==> src/rtl/pg_alu_pkg.sv <==
// Package: shared opcode encoding and carry-input selection for the ALU.
// Assumes a 3-bit opcode; the encoding is visible at the top-level port.
package pg_alu_pkg;

    typedef enum logic [2:0] {
        OP_ADD   = 3'd0,
        OP_SUB   = 3'd1,
        OP_AND   = 3'd2,
        OP_OR    = 3'd3,
        OP_XOR   = 3'd4,
        OP_NOR   = 3'd5,
        OP_PASSA = 3'd6,
        OP_NAND  = 3'd7
    } alu_op_e;

    typedef enum logic [1:0] {
        CIN_EXT  = 2'd0,
        CIN_ONE  = 2'd1,
        CIN_ZERO = 2'd2
    } cin_sel_e;

    localparam int TAB_BITS = 4;

endpackage

==> src/rtl/pg_op_decode.sv <==
// Module: opcode decoder. Turns the opcode into the P and G truth tables
// (indexed by {a_i, b_i}), the effective carry into bit 0, and an arithmetic flag.
// Assumes the encoding in pg_alu_pkg; purely combinational.
module pg_op_decode
    import pg_alu_pkg::*;
(
    input  logic [2:0]          opcode,
    input  logic                carry_in,
    output logic [TAB_BITS-1:0] p_tab,
    output logic [TAB_BITS-1:0] g_tab,
    output logic                cin_eff,
    output logic                arith
);

    cin_sel_e cin_sel;

    // Table and carry selection for each opcode.
    always_comb begin
        p_tab   = 4'b0000;
        g_tab   = 4'b0000;
        cin_sel = CIN_ZERO;
        arith   = 1'b0;
        case (alu_op_e'(opcode))
            OP_ADD:   begin p_tab = 4'b0110; g_tab = 4'b1000; cin_sel = CIN_EXT; arith = 1'b1; end
            OP_SUB:   begin p_tab = 4'b1001; g_tab = 4'b0100; cin_sel = CIN_ONE; arith = 1'b1; end
            OP_AND:   p_tab = 4'b1000;
            OP_OR:    p_tab = 4'b1110;
            OP_XOR:   p_tab = 4'b0110;
            OP_NOR:   p_tab = 4'b0001;
            OP_PASSA: p_tab = 4'b1100;
            OP_NAND:  p_tab = 4'b0111;
            default:  p_tab = 4'b0000;
        endcase
    end

    // Effective carry into bit 0.
    always_comb begin
        case (cin_sel)
            CIN_EXT: cin_eff = carry_in;
            CIN_ONE: cin_eff = 1'b1;
            default: cin_eff = 1'b0;
        endcase
    end

    // Logic opcodes never generate.
    always_comb begin
        if (!arith) assert (g_tab == '0) else $error("p_logic_no_gen_r5");
    end

endmodule

==> src/rtl/pg_cell.sv <==
// Module: per-bit function cell. Looks up P and G in two 4-entry tables
// indexed by {a_i, b_i}. Assumes the tables are steady during the cycle.
module pg_cell
    import pg_alu_pkg::*;
(
    input  logic                a_bit,
    input  logic                b_bit,
    input  logic [TAB_BITS-1:0] p_tab,
    input  logic [TAB_BITS-1:0] g_tab,
    output logic                p_bit,
    output logic                g_bit
);

    logic [1:0] idx;

    // Table lookup for this bit.
    always_comb begin
        idx   = {a_bit, b_bit};
        p_bit = p_tab[idx];
        g_bit = g_tab[idx];
    end

endmodule

==> src/rtl/pg_carry.sv <==
// Module: carry chain. c[i+1] = g[i] | p[i] & c[i], built either as a ripple
// chain or as a fully expanded lookahead (LOOKAHEAD=1). Combinational.
module pg_carry #(
    parameter int WIDTH     = 16,
    parameter bit LOOKAHEAD = 1'b0
) (
    input  logic [WIDTH-1:0] p,
    input  logic [WIDTH-1:0] g,
    input  logic             cin,
    output logic [WIDTH:0]   c
);

    generate
        if (LOOKAHEAD) begin : g_cla
            // Each carry from its own sum of products of P, G and cin.
            always_comb begin
                c[0] = cin;
                for (int i = 0; i < WIDTH; i++) begin
                    logic run;
                    logic acc;
                    run = 1'b1;
                    acc = 1'b0;
                    for (int j = i; j >= 0; j--) begin
                        acc = acc | (g[j] & run);
                        run = run & p[j];
                    end
                    c[i+1] = acc | (run & cin);
                end
            end
        end else begin : g_ripple
            assign c[0] = cin;
            for (genvar i = 0; i < WIDTH; i++) begin : g_bit
                assign c[i+1] = g[i] | (p[i] & c[i]);
            end
        end
    endgenerate

    // With no generate and no carry in, no carry can appear.
    always_comb begin
        if (g == '0 && !cin) assert (c == '0) else $error("p_no_spurious_carry_r5");
    end

endmodule

==> src/rtl/pg_alu.sv <==
// Module: top of the table-driven ALU. Decodes the opcode into P/G tables,
// runs all bits through function cells and one carry chain, and registers
// result, carry_out and zero. Assumes synchronous active-low reset; latency 1.
module pg_alu
    import pg_alu_pkg::*;
#(
    parameter int WIDTH     = 16,
    parameter bit LOOKAHEAD = 1'b0
) (
    input  logic             clk,
    input  logic             rst_n,
    input  logic [WIDTH-1:0] a,
    input  logic [WIDTH-1:0] b,
    input  logic [2:0]       opcode,
    input  logic             carry_in,
    output logic [WIDTH-1:0] result,
    output logic             carry_out,
    output logic             zero
);

    localparam int CW = WIDTH + 1;

    logic [TAB_BITS-1:0] p_tab;
    logic [TAB_BITS-1:0] g_tab;
    logic                cin_eff;
    logic                arith;
    logic [WIDTH-1:0]    p_vec;
    logic [WIDTH-1:0]    g_vec;
    logic [CW-1:0]       c_vec;
    logic [WIDTH-1:0]    res_d;
    logic                cout_d;

    pg_op_decode u_dec (
        .opcode   (opcode),
        .carry_in (carry_in),
        .p_tab    (p_tab),
        .g_tab    (g_tab),
        .cin_eff  (cin_eff),
        .arith    (arith)
    );

    generate
        for (genvar i = 0; i < WIDTH; i++) begin : g_cell
            pg_cell u_cell (
                .a_bit (a[i]),
                .b_bit (b[i]),
                .p_tab (p_tab),
                .g_tab (g_tab),
                .p_bit (p_vec[i]),
                .g_bit (g_vec[i])
            );
        end
    endgenerate

    pg_carry #(.WIDTH(WIDTH), .LOOKAHEAD(LOOKAHEAD)) u_carry (
        .p   (p_vec),
        .g   (g_vec),
        .cin (cin_eff),
        .c   (c_vec)
    );

    // Output unit: sum from P and carries, or P alone for logic.
    always_comb begin
        res_d  = arith ? (p_vec ^ c_vec[WIDTH-1:0]) : p_vec;
        cout_d = arith & c_vec[WIDTH];
    end

    // Output registers with synchronous active-low reset.
    always_ff @(posedge clk) begin
        if (!rst_n) begin
            result    <= '0;
            carry_out <= 1'b0;
            zero      <= 1'b0;
        end else begin
            result    <= res_d;
            carry_out <= cout_d;
            zero      <= (res_d == '0);
        end
    end

    p_add_r1: assert property (@(posedge clk) disable iff (!rst_n)
        (opcode == 3'd0) |=> ({carry_out, result} ==
            ({1'b0, $past(a)} + {1'b0, $past(b)} + {{WIDTH{1'b0}}, $past(carry_in)})));

    p_sub_r2: assert property (@(posedge clk) disable iff (!rst_n)
        (opcode == 3'd1) |=> (result == WIDTH'($past(a) - $past(b))
            && carry_out == ($past(a) >= $past(b))));

    p_pass_a_r4: assert property (@(posedge clk) disable iff (!rst_n)
        (opcode == 3'd6) |=> (result == $past(a)));

    p_logic_cout_r5: assert property (@(posedge clk) disable iff (!rst_n)
        (opcode >= 3'd2) |=> !carry_out);

    p_zero_flag_r6: assert property (@(posedge clk) disable iff (!rst_n)
        rst_n |=> (zero == (result == '0)));

endmodule

==> config.mk <==
export PLATFORM = sky130hd
export DESIGN_NAME = pg_alu
export DESIGN_NICKNAME = d
export VERILOG_FILES = /design/src/rtl/pg_alu_pkg.sv /design/src/rtl/pg_op_decode.sv /design/src/rtl/pg_cell.sv /design/src/rtl/pg_carry.sv /design/src/rtl/pg_alu.sv
export SDC_FILE = /design/constraint.sdc
export NUM_CORES = 1
export LEC_CHECK = 0
export ABC_AREA = 1
export BUFFER_PORTS_ARGS = -buffer_cell sky130_fd_sc_hd__buf_2
export CORE_ASPECT_RATIO = 1.4
export CORE_MARGIN = 8
export CORE_UTILIZATION = 60
export CTS_CLUSTER_DIAMETER = 150
export DETAILED_ROUTE_END_ITERATION = 12
export HOLD_SLACK_MARGIN = 0.08
export PLACE_DENSITY = 0.86
export SYNTH_ARGS = -nofsm -noshare
export SYNTH_HDL_FRONTEND = slang
export SYNTH_HIERARCHICAL = 1
export SYNTH_SLANG_ARGS = --single-unit
==> constraint.sdc <==
create_clock -name clk -period 5.7 [get_ports clk]
set_clock_uncertainty 0.1 [all_clocks]
set_input_delay 0.285 -clock clk [delete_from_list [all_inputs] [get_ports clk]]
set_output_delay 0.285 -clock clk [all_outputs]
set_load 0.02 [all_outputs]
==> impl_metrics.tcl <==
set metrics [dict create \
    outcome "finished, final reports clean" \
    io_buffers 55 \
    die_area_um2 6980 \
    n_antenna_cell 0 \
    p_leak_uw 0.00206 \
    rsz0062_at_grt "false" \
    finalSetupViolations 0 \
    clkTransAtPathRegs_ps 60 \
    finalHoldViolations 0 \
    fmax_mhz 256 \
    worst-path-buf-inv 6 \
    crit_required_ps 5780 \
    busiest_layer "met2" \
    rows 29 \
    grt_max_degree 33 \
    synth_area_um2 2720 \
    post_cts_buffers 0 \
    setup.worst_path.end_class "flip-flop" \
    slew_headroom 0.509 \
    worstPathArrival_ps 3980 \
    grt_use_total 0.188 \
    layout_commonest_cell "nand2_1" \
    p_per_area_nw_per_um2 157 \
    detail-route-antenna-nets 0 \
    peakVddDrop_mv 0.0863 \
    synth_area_leaders "nand2_1 (30%), inv_1 (25%), nand3_1 (15%)" \
    synth_top_area_share 0.303 \
    die_y_um 95.7 \
    synth_xor_area_frac 0.0124 \
    grt_pass1_wl_um 11000 \
    finalCritPeriodShare 0.684 \
    synthMuxAreaShare 0 \
    crit_fanout 32 \
    syn_area_per_cell_um2 4.68 \
    num_vias 3206 \
    core_um2 4460 \
    gr-usage-met1 0.210 \
    synthCells 582 \
    wl_per_cell_um 9.30 \
    io_pins 56 \
    whs_ps 302 \
    start_util 0.610 \
    crit_path_top_delay_cell "inv_1" \
    tns_ps 0 \
    post-route-util 0.696 \
    cts_hold_buf 0 \
    finalCriticalPeriod_ps 3900 \
    grt_pass1_vias 2774 \
    slew_violations 0 \
    cp-start-kind "input port" \
    ys_ff_latch 18 \
    grt_overflow 0 \
    ctsResizeCount 0 \
    cts_buffer_depth 2 \
    crit_type "input port to flip-flop" \
    die_w_um 72.9 \
    final_cell_mix "nand2_1 (220), inv_1 (178), nand3_1 (79)" \
    yosys_warnings 6 \
    met3_usage 0.00834 \
    hp-class "input port to flip-flop" \
    syn_to_final_growth_pct 14.0 \
    yosysSeqAreaShare 0.132 \
    antenna_found_initial 0 \
    ys_types 17 \
    dp_hpwl_um 5200 \
    synth_top_family_by_area "simple AND/OR/NAND/NOR gates" \
    drt_pre_antenna_iters 6 \
    final_nets 678 \
    h-tree-depth 1 \
    drc 0 \
    cp_slowest_stage_delay_ps 400 \
    crit_top_cell "nand2_2" \
    cp_top_family "simple AND/OR/NAND/NOR gates" \
    cts_tree "yes" \
    wirelength_um 6520 \
    synth_compound_area_frac 0.00184 \
    cts_buffers 3 \
    root_buffer "clkbuf_8" \
    synth_fa_ha_area_frac 0 \
    tightest_slew_ps 735 \
    synth-simple-area-share 0.561 \
    via_per_inst 4.57 \
    clock-sinks 18 \
    yosys.area.top_type "nand2_1" \
    drive_gt1_frac 0.178 \
    place_congestion 0.854 \
    cap_violations 0 \
    use_met2 0.372 \
    dr.first_iter.drc_count 135 \
]
==> registers in the layout, indices dropped and copies added (netlist names) <==
signal and count:
carry_out 1, result 16, zero 1
==> tightest hold or removal path: stages <==
cell,delay [ps]
buf_2,110
nand2_1,60
nor2_1,40
nand2_1,70
nor2_1,50
==> synthesized netlist by cell type (all sizes together) <==
library cell	instances
nor2	26
clkinv	1
conb	1
nand2	252
clkbuf	1
inv	194
o21ai	1
buf	6
nand3	79
dfxtp	18
xor2	3
==> final cells by class <==
cell class / count / area [µm²]
fill: 450 / 1360
inverter: 195 / 732
timing repair buffer: 59 / 305
tap: 62 / 77.6
clock buffer: 4 / 55.1
multi-input combinational: 363 / 1580
sequential: 18 / 360
==> per-layer routing <==
layer / up-vias / part of all wire
met4: 0 / 0.0086
li1: 1739 / -
met1: 1388 / 0.44
met3: 8 / 0.044
met2: 71 / 0.50
met5: - / 0
==> report_power, final <==
part | internal [µW] | leakage, µW | switching [µW] | total [µW]
Combinational | 85.1 | 0.00188 | 166 | 251
Clock | 61.1 | 0.0000288 | 35.3 | 96.4
Sequential | 138 | 0.000150 | 2.13 | 140
Total | 284 | 0.00206 | 204 | 488
==> per-stage QoR <==
stage	power (µW)	worst slack [ps]	instances	cell area, µm²
floorplan	329	1860	583	2730
global placement	385	1730	697	3050
detailed placement	392	1550	697	3050
CTS	488	1800	701	3110
global route	536	1320	701	3110
finish	488	1800	701	3110
==> kinds of logic (layout without fill, tap and decap cells) <==
kind of cell / after synthesis / in the layout
other: 1 / 2
xor gates and xnor gates: 3 / 3
and+or+nand+nor: 357 / 357
AOI/OAI and AO/OA: 1 / 1
DFF: 18 / 18
buffers and inverters: 202 / 258
==> final timing paths <==
check / cells after the start / to / startpoint
max: 45 / zero / opcode[2]
min: 5 / zero / rst_n
Note: power is estimated with default switching activity, not from simulation.
